**src/rtl/userio_pkg.sv**
```systemverilog
package userio_pkg;
  localparam int DATA_W = 32;
  localparam int STRB_W = DATA_W / 8;
  localparam int LED_W  = 12;
  localparam int HEX_W  = 16;
  localparam int CTRL_W = LED_W + 4;
  localparam int IN_W   = 7;

  typedef enum logic [1:0] {
    REG_CTRL   = 2'd0,
    REG_LED    = 2'd1,
    REG_HEX    = 2'd2,
    REG_STATUS = 2'd3
  } reg_idx_e;

  localparam logic [1:0] RESP_OKAY = 2'b00;
endpackage

```
**src/rtl/userio_debounce.sv**
```systemverilog
module userio_debounce #(
  parameter int DEB_CYCLES = 65536
) (
  input  logic clk_i,
  input  logic rst_ni,
  input  logic raw_i,
  output logic deb_o
);
  localparam int CNT_W = (DEB_CYCLES > 2) ? $clog2(DEB_CYCLES) : 1;
  localparam logic [CNT_W-1:0] CNT_LAST = CNT_W'(DEB_CYCLES - 1);

  logic [1:0]       sync_q;
  logic [CNT_W-1:0] cnt_q;
  logic             state_q;

  always_ff @(posedge clk_i or negedge rst_ni) begin
    if (!rst_ni) begin
      sync_q  <= '0;
      cnt_q   <= '0;
      state_q <= 1'b0;
    end else begin
      sync_q <= {sync_q[0], raw_i};
      if (sync_q[1] == state_q) begin
        cnt_q <= '0;
      end else if (cnt_q == CNT_LAST) begin
        state_q <= sync_q[1];
        cnt_q   <= '0;
      end else begin
        cnt_q <= cnt_q + 1'b1;
      end
    end
  end

  assign deb_o = state_q;

  AST_DEB_FLIP_AT_LIMIT: assert property (@(posedge clk_i) disable iff (!rst_ni)
    (state_q != $past(state_q)) |-> ($past(cnt_q) == CNT_LAST));
  AST_DEB_FLIP_TO_SYNC: assert property (@(posedge clk_i) disable iff (!rst_ni)
    (state_q != $past(state_q)) |-> (state_q == $past(sync_q[1])));
endmodule

```
**src/rtl/userio_outmux.sv**
```systemverilog
module userio_outmux #(
  parameter int W      = 12,
  parameter bit INVERT = 1'b0
) (
  input  logic [W-1:0] sw_i,
  input  logic [W-1:0] hw_i,
  input  logic [W-1:0] sel_i,
  output logic [W-1:0] out_o
);
  for (genvar i = 0; i < W; i++) begin : g_bit
    logic pick;
    assign pick = sel_i[i] ? hw_i[i] : sw_i[i];
    if (INVERT) begin : g_inv
      assign out_o[i] = ~pick;
    end else begin : g_dir
      assign out_o[i] = pick;
    end
  end
endmodule

```
**src/rtl/userio_axil.sv**
```systemverilog
module userio_axil
  import userio_pkg::*;
#(
  parameter int AW = 8
) (
  input  logic              clk_i,
  input  logic              rst_ni,
  input  logic [AW-1:0]     awaddr_i,
  input  logic              awvalid_i,
  output logic              awready_o,
  input  logic [DATA_W-1:0] wdata_i,
  input  logic [STRB_W-1:0] wstrb_i,
  input  logic              wvalid_i,
  output logic              wready_o,
  output logic [1:0]        bresp_o,
  output logic              bvalid_o,
  input  logic              bready_i,
  input  logic [AW-1:0]     araddr_i,
  input  logic              arvalid_i,
  output logic              arready_o,
  output logic [DATA_W-1:0] rdata_o,
  output logic [1:0]        rresp_o,
  output logic              rvalid_o,
  input  logic              rready_i,
  input  logic [IN_W-1:0]   status_i,
  output logic [CTRL_W-1:0] ctrl_o,
  output logic [LED_W-1:0]  led_o,
  output logic [HEX_W-1:0]  hex_o
);
  logic              aw_full_q, w_full_q, bvalid_q, rvalid_q;
  logic [AW-1:0]     aw_q;
  logic [DATA_W-1:0] wd_q, rdata_q, wmask, rd_next;
  logic [STRB_W-1:0] ws_q;
  logic [CTRL_W-1:0] ctrl_q;
  logic [LED_W-1:0]  led_q;
  logic [HEX_W-1:0]  hex_q;
  logic              commit, w_hit, r_hit;
  logic [1:0]        w_idx, r_idx;

  assign awready_o = !aw_full_q;
  assign wready_o  = !w_full_q;
  assign arready_o = !rvalid_q;
  assign commit    = aw_full_q && w_full_q && !bvalid_q;
  assign w_hit     = (aw_q[AW-1:4] == '0);
  assign w_idx     = aw_q[3:2];
  assign r_hit     = (araddr_i[AW-1:4] == '0);
  assign r_idx     = araddr_i[3:2];

  always_comb begin
    for (int b = 0; b < STRB_W; b++) wmask[b*8 +: 8] = {8{ws_q[b]}};
  end

  always_comb begin
    rd_next = '0;
    if (r_hit) begin
      unique case (reg_idx_e'(r_idx))
        REG_CTRL:   rd_next = DATA_W'(ctrl_q);
        REG_LED:    rd_next = DATA_W'(led_q);
        REG_HEX:    rd_next = DATA_W'(hex_q);
        REG_STATUS: rd_next = DATA_W'(status_i);
      endcase
    end
  end

  always_ff @(posedge clk_i or negedge rst_ni) begin
    if (!rst_ni) begin
      aw_full_q <= 1'b0;
      w_full_q  <= 1'b0;
      bvalid_q  <= 1'b0;
      aw_q      <= '0;
      wd_q      <= '0;
      ws_q      <= '0;
      ctrl_q    <= '0;
      led_q     <= '0;
      hex_q     <= '0;
    end else begin
      if (awvalid_i && !aw_full_q) begin
        aw_full_q <= 1'b1;
        aw_q      <= awaddr_i;
      end
      if (wvalid_i && !w_full_q) begin
        w_full_q <= 1'b1;
        wd_q     <= wdata_i;
        ws_q     <= wstrb_i;
      end
      if (commit) begin
        aw_full_q <= 1'b0;
        w_full_q  <= 1'b0;
        bvalid_q  <= 1'b1;
        if (w_hit) begin
          case (reg_idx_e'(w_idx))
            REG_CTRL: ctrl_q <= (ctrl_q & ~wmask[CTRL_W-1:0]) | (wd_q[CTRL_W-1:0] & wmask[CTRL_W-1:0]);
            REG_LED:  led_q  <= (led_q & ~wmask[LED_W-1:0]) | (wd_q[LED_W-1:0] & wmask[LED_W-1:0]);
            REG_HEX:  hex_q  <= (hex_q & ~wmask[HEX_W-1:0]) | (wd_q[HEX_W-1:0] & wmask[HEX_W-1:0]);
            default: ;
          endcase
        end
      end else if (bvalid_q && bready_i) begin
        bvalid_q <= 1'b0;
      end
    end
  end

  always_ff @(posedge clk_i or negedge rst_ni) begin
    if (!rst_ni) begin
      rvalid_q <= 1'b0;
      rdata_q  <= '0;
    end else if (arvalid_i && !rvalid_q) begin
      rvalid_q <= 1'b1;
      rdata_q  <= rd_next;
    end else if (rvalid_q && rready_i) begin
      rvalid_q <= 1'b0;
    end
  end

  assign bvalid_o = bvalid_q;
  assign bresp_o  = RESP_OKAY;
  assign rvalid_o = rvalid_q;
  assign rdata_o  = rdata_q;
  assign rresp_o  = RESP_OKAY;
  assign ctrl_o   = ctrl_q;
  assign led_o    = led_q;
  assign hex_o    = hex_q;

  AST_B_HOLD: assert property (@(posedge clk_i) disable iff (!rst_ni)
    (bvalid_o && !bready_i) |=> bvalid_o);
  AST_B_AFTER_BOTH: assert property (@(posedge clk_i) disable iff (!rst_ni)
    $rose(bvalid_o) |-> ($past(aw_full_q) && $past(w_full_q)));
  AST_R_HOLD: assert property (@(posedge clk_i) disable iff (!rst_ni)
    (rvalid_o && !rready_i) |=> (rvalid_o && $stable(rdata_o)));
  AST_REGS_ONLY_ON_COMMIT: assert property (@(posedge clk_i) disable iff (!rst_ni)
    !$past(commit) |-> ($stable(ctrl_q) && $stable(led_q) && $stable(hex_q)));
endmodule

```
**src/rtl/userio_ctrl.sv**
```systemverilog
module userio_ctrl
  import userio_pkg::*;
#(
  parameter int AW              = 8,
  parameter int DEB_CYCLES      = 65536,
  parameter bit HEX_ACTIVE_HIGH = 1'b0
) (
  input  logic              clk_i,
  input  logic              rst_ni,
  input  logic [AW-1:0]     s_awaddr_i,
  input  logic              s_awvalid_i,
  output logic              s_awready_o,
  input  logic [31:0]       s_wdata_i,
  input  logic [3:0]        s_wstrb_i,
  input  logic              s_wvalid_i,
  output logic              s_wready_o,
  output logic [1:0]        s_bresp_o,
  output logic              s_bvalid_o,
  input  logic              s_bready_i,
  input  logic [AW-1:0]     s_araddr_i,
  input  logic              s_arvalid_i,
  output logic              s_arready_o,
  output logic [31:0]       s_rdata_o,
  output logic [1:0]        s_rresp_o,
  output logic              s_rvalid_o,
  input  logic              s_rready_i,
  output logic [6:0]        hex_l_seg_o,
  output logic              hex_l_dp_o,
  output logic [6:0]        hex_r_seg_o,
  output logic              hex_r_dp_o,
  output logic [3:0]        led_red_o,
  output logic [3:0]        led_grn_o,
  output logic              rf_a_red_o,
  output logic              rf_a_grn_o,
  output logic              rf_b_red_o,
  output logic              rf_b_grn_o,
  input  logic [6:0]        usr_hex_l_seg_i,
  input  logic              usr_hex_l_dp_i,
  input  logic [6:0]        usr_hex_r_seg_i,
  input  logic              usr_hex_r_dp_i,
  input  logic [3:0]        usr_led_red_i,
  input  logic [3:0]        usr_led_grn_i,
  input  logic              usr_rf_a_red_i,
  input  logic              usr_rf_a_grn_i,
  input  logic              usr_rf_b_red_i,
  input  logic              usr_rf_b_grn_i,
  input  logic [3:0]        dip_i,
  input  logic              btn_up_i,
  input  logic              btn_mid_i,
  input  logic              btn_dn_i,
  output logic [3:0]        usr_dip_o,
  output logic              usr_btn_up_o,
  output logic              usr_btn_mid_o,
  output logic              usr_btn_dn_o
);
  logic [CTRL_W-1:0] ctrl;
  logic [LED_W-1:0]  led_sw, led_hw, led_out;
  logic [HEX_W-1:0]  hex_sw, hex_hw, hex_sel, hex_out;
  logic [IN_W-1:0]   raw_in, deb_in;

  userio_axil #(.AW(AW)) u_regs (
    .clk_i, .rst_ni,
    .awaddr_i(s_awaddr_i), .awvalid_i(s_awvalid_i), .awready_o(s_awready_o),
    .wdata_i(s_wdata_i), .wstrb_i(s_wstrb_i), .wvalid_i(s_wvalid_i), .wready_o(s_wready_o),
    .bresp_o(s_bresp_o), .bvalid_o(s_bvalid_o), .bready_i(s_bready_i),
    .araddr_i(s_araddr_i), .arvalid_i(s_arvalid_i), .arready_o(s_arready_o),
    .rdata_o(s_rdata_o), .rresp_o(s_rresp_o), .rvalid_o(s_rvalid_o), .rready_i(s_rready_i),
    .status_i(deb_in), .ctrl_o(ctrl), .led_o(led_sw), .hex_o(hex_sw)
  );

  assign led_hw = {usr_rf_b_grn_i, usr_rf_b_red_i, usr_rf_a_grn_i, usr_rf_a_red_i,
                   usr_led_grn_i, usr_led_red_i};
  assign hex_hw = {usr_hex_r_dp_i, usr_hex_r_seg_i, usr_hex_l_dp_i, usr_hex_l_seg_i};
  // one select bit per hex group, fanned out to its segments
  assign hex_sel = {ctrl[LED_W+3], {7{ctrl[LED_W+2]}}, ctrl[LED_W+1], {7{ctrl[LED_W]}}};

  userio_outmux #(.W(LED_W), .INVERT(1'b0)) u_led_mux (
    .sw_i(led_sw), .hw_i(led_hw), .sel_i(ctrl[LED_W-1:0]), .out_o(led_out)
  );
  userio_outmux #(.W(HEX_W), .INVERT(!HEX_ACTIVE_HIGH)) u_hex_mux (
    .sw_i(hex_sw), .hw_i(hex_hw), .sel_i(hex_sel), .out_o(hex_out)
  );

  assign {rf_b_grn_o, rf_b_red_o, rf_a_grn_o, rf_a_red_o, led_grn_o, led_red_o} = led_out;
  assign {hex_r_dp_o, hex_r_seg_o, hex_l_dp_o, hex_l_seg_o} = hex_out;

  assign raw_in = {btn_dn_i, btn_mid_i, btn_up_i, dip_i};
  for (genvar i = 0; i < IN_W; i++) begin : g_deb
    userio_debounce #(.DEB_CYCLES(DEB_CYCLES)) u_deb (
      .clk_i, .rst_ni, .raw_i(raw_in[i]), .deb_o(deb_in[i])
    );
  end

  assign {usr_btn_dn_o, usr_btn_mid_o, usr_btn_up_o, usr_dip_o} = deb_in;

  AST_LED_SW_SRC: assert property (@(posedge clk_i) disable iff (!rst_ni)
    (ctrl[LED_W-1:0] == '0) |-> (led_out == led_sw));
  AST_HEX_HW_SRC: assert property (@(posedge clk_i) disable iff (!rst_ni)
    (hex_sel == '1) |-> ((hex_out ^ {HEX_W{!HEX_ACTIVE_HIGH}}) == hex_hw));
endmodule

```
**config.mk**
```make
export PLATFORM = sky130hd
export DESIGN_NAME = userio_ctrl
export DESIGN_NICKNAME = d
export VERILOG_FILES = /design/src/rtl/userio_pkg.sv /design/src/rtl/userio_debounce.sv /design/src/rtl/userio_outmux.sv /design/src/rtl/userio_axil.sv /design/src/rtl/userio_ctrl.sv
export SDC_FILE = /design/constraint.sdc
export NUM_CORES = 1
export LEC_CHECK = 0
export BUFFER_PORTS_ARGS = -buffer_cell sky130_fd_sc_hd__buf_2
export CORE_MARGIN = 2
export CORE_UTILIZATION = 59
export CTS_BUF_LIST = sky130_fd_sc_hd__clkbuf_2
export DETAILED_ROUTE_END_ITERATION = 6
export PLACE_DENSITY = 0.83
export SLEW_MARGIN = 20
export SYNTH_ARGS = -nofsm -noshare
export SYNTH_HDL_FRONTEND = slang
export SYNTH_SLANG_ARGS = --single-unit
```
**constraint.sdc**
```tcl
create_clock -name clk_i -period 2.5 [get_ports clk_i]
set_input_delay 0.75 -clock clk_i [delete_from_list [all_inputs] [get_ports clk_i]]
set_output_delay 0.75 -clock clk_i [all_outputs]
set_load 0.005 [all_outputs]
```
# After elaboration in Yosys (flattened, before gate mapping)
# Index checks and enable logic that the tools add are counted.
dict set report word_totals {
  regBits 239
  in_bits 94
  word_cells 172
}
dict set report op_classes {
  add_sub_neg 7
  n_eq_ne 19
  muxes 52
  n_bitwise 33
  n_reduce_logical 29
}
# cell n
set op_table {}
lappend op_table {{$mux 16} 14}
lappend op_table {{$pmux 32 s4} 1}
lappend op_table {{$add 16x1->16 const B} 7}
lappend op_table {{$eq 16x16->1 const B} 7}
lappend op_table {{$and 16x16->16} 3}
lappend op_table {{$mux 1} 36}
lappend op_table {{$mux 32} 1}
lappend op_table {{$or 16x16->16} 2}
lappend op_table {{$and 12x12->12} 2}
lappend op_table {{$not 1->1} 23}
lappend op_table {{$not 16->16} 1}
lappend op_table {{$reduce_and 2->1} 7}
lappend op_table {{$not 12->12} 1}
lappend op_table {{$or 12x12->12} 1}
lappend op_table {{$reduce_and 3->1} 3}
lappend op_table {{$logic_not 4->1} 2}
lappend op_table {{$reduce_bool 2->1} 4}
lappend op_table {{$eq 1x1->1} 7}
lappend op_table {{$logic_and 1x1->1} 7}
lappend op_table {{$eq 2x2->1 const B} 3}
lappend op_table {{$eq 2x1->1 const B} 2}
lappend op_table {{$logic_not 1->1} 4}
lappend op_table {{$logic_not 2->1} 2}

# Logic depth before layout (Yosys ltp)
dict set report logic_depth {
  depth_word 4
  mapped_depth 8
  depth_no_buf 5
}

# Hierarchy
# From an unflattened synthesis, not the netlist that was laid out.
dict set report unflattened {
  cells_unflattened 890
  hier_area_um2 10358.7
}
# mod instances cells_each area_each_um2 seq_area_each_um2
set by_module_without_submodules {}
lappend by_module_without_submodules {userio_debounce 7 85 870.8 475.5}
lappend by_module_without_submodules {userio_axil 1 255 3832.4 2202.1}
lappend by_module_without_submodules {{userio_outmux at u_led_mux} 1 24 270.3 0.0}
lappend by_module_without_submodules {{userio_outmux at u_hex_mux} 1 16 160.2 0.0}

# Least setup slack after synthesis
# Ideal clock, no wire load.
dict set report synth_path {
  path_kind {input to register}
  from {input s_araddr_i[2]}
  to {register u_regs.rdata_q[4], in the netlist u_regs.rdata_o[4]}
  arrival_time_ps 2015
  required_ps 2379
  setup_slack_ps 364
  cell_stages 4
  cell_sequence {clkbuf_1 > buf_2 > mux4_2 > a22o_1}
}
dict set report synth_via {
  elab_chain_len 3
  elab_cells_between_ends 6
  cone_classes {eq/ne: 3; mux: 2; reduce/logical: 1}
}
# element line
set synth_rtl {}
lappend synth_rtl {{start, declared} userio_ctrl.sv:20} ;# input logic [AW-1:0] s_araddr_i,
lappend synth_rtl {{$eq 2x2->1, or another cell as far along} userio_axil.sv:56} ;# unique case (reg_idx_e'(r_idx))
lappend synth_rtl {{$pmux 32 s4 *} userio_axil.sv:56}
lappend synth_rtl {{$mux 32 *} userio_axil.sv:55} ;# if (r_hit) begin
lappend synth_rtl {{end signal, assigned} userio_axil.sv:110} ;# rdata_q <= rd_next;
lappend synth_rtl {{end, declared} userio_axil.sv:32} ;# logic [DATA_W-1:0] wd_q, rdata_q, wmask, rd_next;
# Every way passes the cells marked *; elsewhere a longest branch is shown, timed or not. The select of a mux whose other input is x is not followed.
# A chain may end at the register's enable or synchronous reset.

==> results.tsv <==
metric	value	unit
status	finished, violations left	
violated checks	negative setup slack	
predominant post-synthesis flop cell	dfrtp_1	
Yosys reg bits	221	
Core Rows	48	
io pins	170	
Max Clock Freq	0.397	GHz
largest net degree at the start of global routing	74	
share of post-route cells with drive strength above 1	0.306	
Max Slew Vio Count	0	
Critical Path Max Stage Delay	510	ps
Crit path max-delay family	flip-flops	
Hold/Removal Path Class	in2reg	
Worst Setup Start Kind	flip-flop	
area delta synth->final	14.1	%
Root Buffer	clkbuf_2	
Seq/Total Area, Yosys	0.538	
setup ws final	-17.7	ps
Tot Pwr	9.08	mW
DR vias	7370	
syn avg cell area	11.3	µm²
Die Wd	136	µm
period utilization	1.01	
post-synthesis cell type count	43	
Die Area	0.0185	mm²
Clock Sink Count	221	
buffer and inverter count on the worst path	2	
YS warnings	0	
asr flop ratio synth	1.00	
antenna-violating nets left	0	
Final HPWL DP	14.5	mm
initial antenna violation count	0	
Total Wirelength	21.5	mm
DRT iter0 DRCs	297	
Routed WL per cell	16.0	µm
# DRC	0	
GPL Wtd Cong	0.815	
number of global-route vias before repair	7172	
nets@finish	1180	
worst skew pair latency	840	ps
mapped cell area	0.0103	mm²
arrival time at the worst endpoint	1770	ps
PwrDens	774	mW/mm²
VDD IR max	0.391	mV
Die H	136	µm
Overall Global Routing Usage	0.237	
critical path, cell by cell	buf_12 > mux2i_1 > buf_2	
CTS tree	done	
core area	0.0172	mm²
drt pass-1 iters	4	
vias per inst	5.48	
clock buffer depth	3	
number of synthesized flops with an enable pin	0	
Clock transition at path regs	100	ps
Final Hold Vio Count	0	
Synth Instances	906	
diodes inserted	0	
CTS Buf Count	55	
Worst Path Max Fanout	5	
worst-margin pin slew	569	ps
Crit path required time	1750	ps
post-route cell area	0.0117	mm²
Layout Utilization	0.683	
Crit Path Category	reg2out	
Static Leak	5.36	nW
Placed Area	0.0110	mm²
Slowest cell on crit path	dfrtp_4	
max-cap violation count	0	
nature of the critical path endpoint	output pin	
slew margin rel.	0.618	
minimum clock period	2520	ps
clock skew	36.5	ps
Initial Util	0.599	
RSZ-0062 raised after global routing	yes	
H-tree Lvls	2	
Congestion Overflow GR	0	
first-pass GRT wire length	34.5	mm
port buffer count	127	
final setup violation count	5	
# fillers	1327	
worst reg2reg max path, stage by stage, from the launching register on:
cell and delay [ps]:
dfrtp_1 400, or4_4 560, nor3_4 210, and3b_1 480, mux2_2 400
Yosys cell counts, types with 20 or more instances:
cell | count | share of area
o21ai_0 | 20 | 0.0097
mux2i_1 | 25 | 0.024
nor4_1 | 21 | 0.013
nor3_1 | 20 | 0.0097
mux2_2 | 87 | 0.095
inv_1 | 27 | 0.0099
xnor2_1 | 64 | 0.055
nand2_1 | 41 | 0.015
xor2_1 | 27 | 0.023
buf_4 | 34 | 0.025
nor2_1 | 116 | 0.042
dfrtp_1 | 221 | 0.54
nand4_1 | 35 | 0.021
nand3_1 | 43 | 0.021
what timing repair did:
action | in CTS | in global routing
gates resized for setup | 15 | 8
cloned | 0 | 0
endpoints found under the hold margin | 36 | 0
setup buffers | 9 | 0
hold buffers | 8 | 0
endpoints found under the setup margin | 21 | 16
cells by family after synthesis:
group / synth area share
AOI/OAI and AO/OA: 0.0344
buffers and inverters: 0.0455
and+or+nand+nor: 0.161
DFF: 0.538
adders and majority gates: 0.00852
xor gates and xnor gates: 0.0775
muxes: 0.135
other: 0.000365
per-layer routing:
layer | up-vias | GRT usage | routed length, µm
met1 | 3645 | 0.321 | 9170
met3 | 49 | 0.0496 | 1290
met2 | 187 | 0.379 | 10500
met4 | 0 | 0.0932 | 551
li1 | 3489 | - | -
met5 | - | 0 | 0
worst paths after layout:
kind                       cells after the start                       end  slack, ps                startpoint
max in group asynchronous                      3  g_deb[2].u_deb.sync_q[0]       1420                    rst_ni
max                                            3            hex_l_seg_o[2]        -20                 flip-flop
max reg2reg                                    4                 flip-flop        350            u_regs.aw_q[5]
min reg2reg                                    0  g_deb[2].u_deb.sync_q[1]        350  g_deb[2].u_deb.sync_q[0]
min in group asynchronous                      2           u_regs.wd_q[14]        370                    rst_ni
min                                            2           u_regs.rvalid_o        100                s_rready_i
per-stage QoR:
step | setup TNS [ps] | worst slack (ps) | instances | hold WS (ps)
6_report | -42.0 | -17.7 | 1344 | 100
5_1_grt | -607 | -109 | 1344 | 84.0
4_1_cts | -542 | -84.1 | 1344 | 35.9
3_5_place_dp | 0 | 363 | 1230 | 341
3_3_place_gp | 0 | 398 | 1230 | 334
2_1_floorplan | 0 | 364 | 925 | 331
area by class of cell:
class | instances | area (µm²) | share of cell area
tap | 225 | 282 | 0.0240
inverter | 27 | 101 | 0.00864
sequential | 221 | 5540 | 0.472
clock buffer | 76 | 380 | 0.0324
clock inverter | 21 | 85.1 | 0.00725
timing repair buffer | 154 | 961 | 0.0819
multi-input combinational | 620 | 4390 | 0.374
placed cells by master (no fill, tap or decap), types with 25 or more instances in the layout:
cell type,instances
mux2_2,78
nand3_1,43
nand4_1,35
mux2i_1,25
clkbuf_2,76
inv_1,27
xor2_1,27
xnor2_1,64
dfrtp_1,219
nor2_1,116
nand2_1,41
buf_2,121
where the power goes:
part | total [mW] | internal [mW] | switching, mW
Sequential | 4.72 | 4.16 | 0.563
Clock | 2.27 | 0.825 | 1.45
Combinational | 2.09 | 1.29 | 0.799
Total | 9.08 | 6.27 | 2.81
No activity file was read; power rests on OpenSTA's default activity.
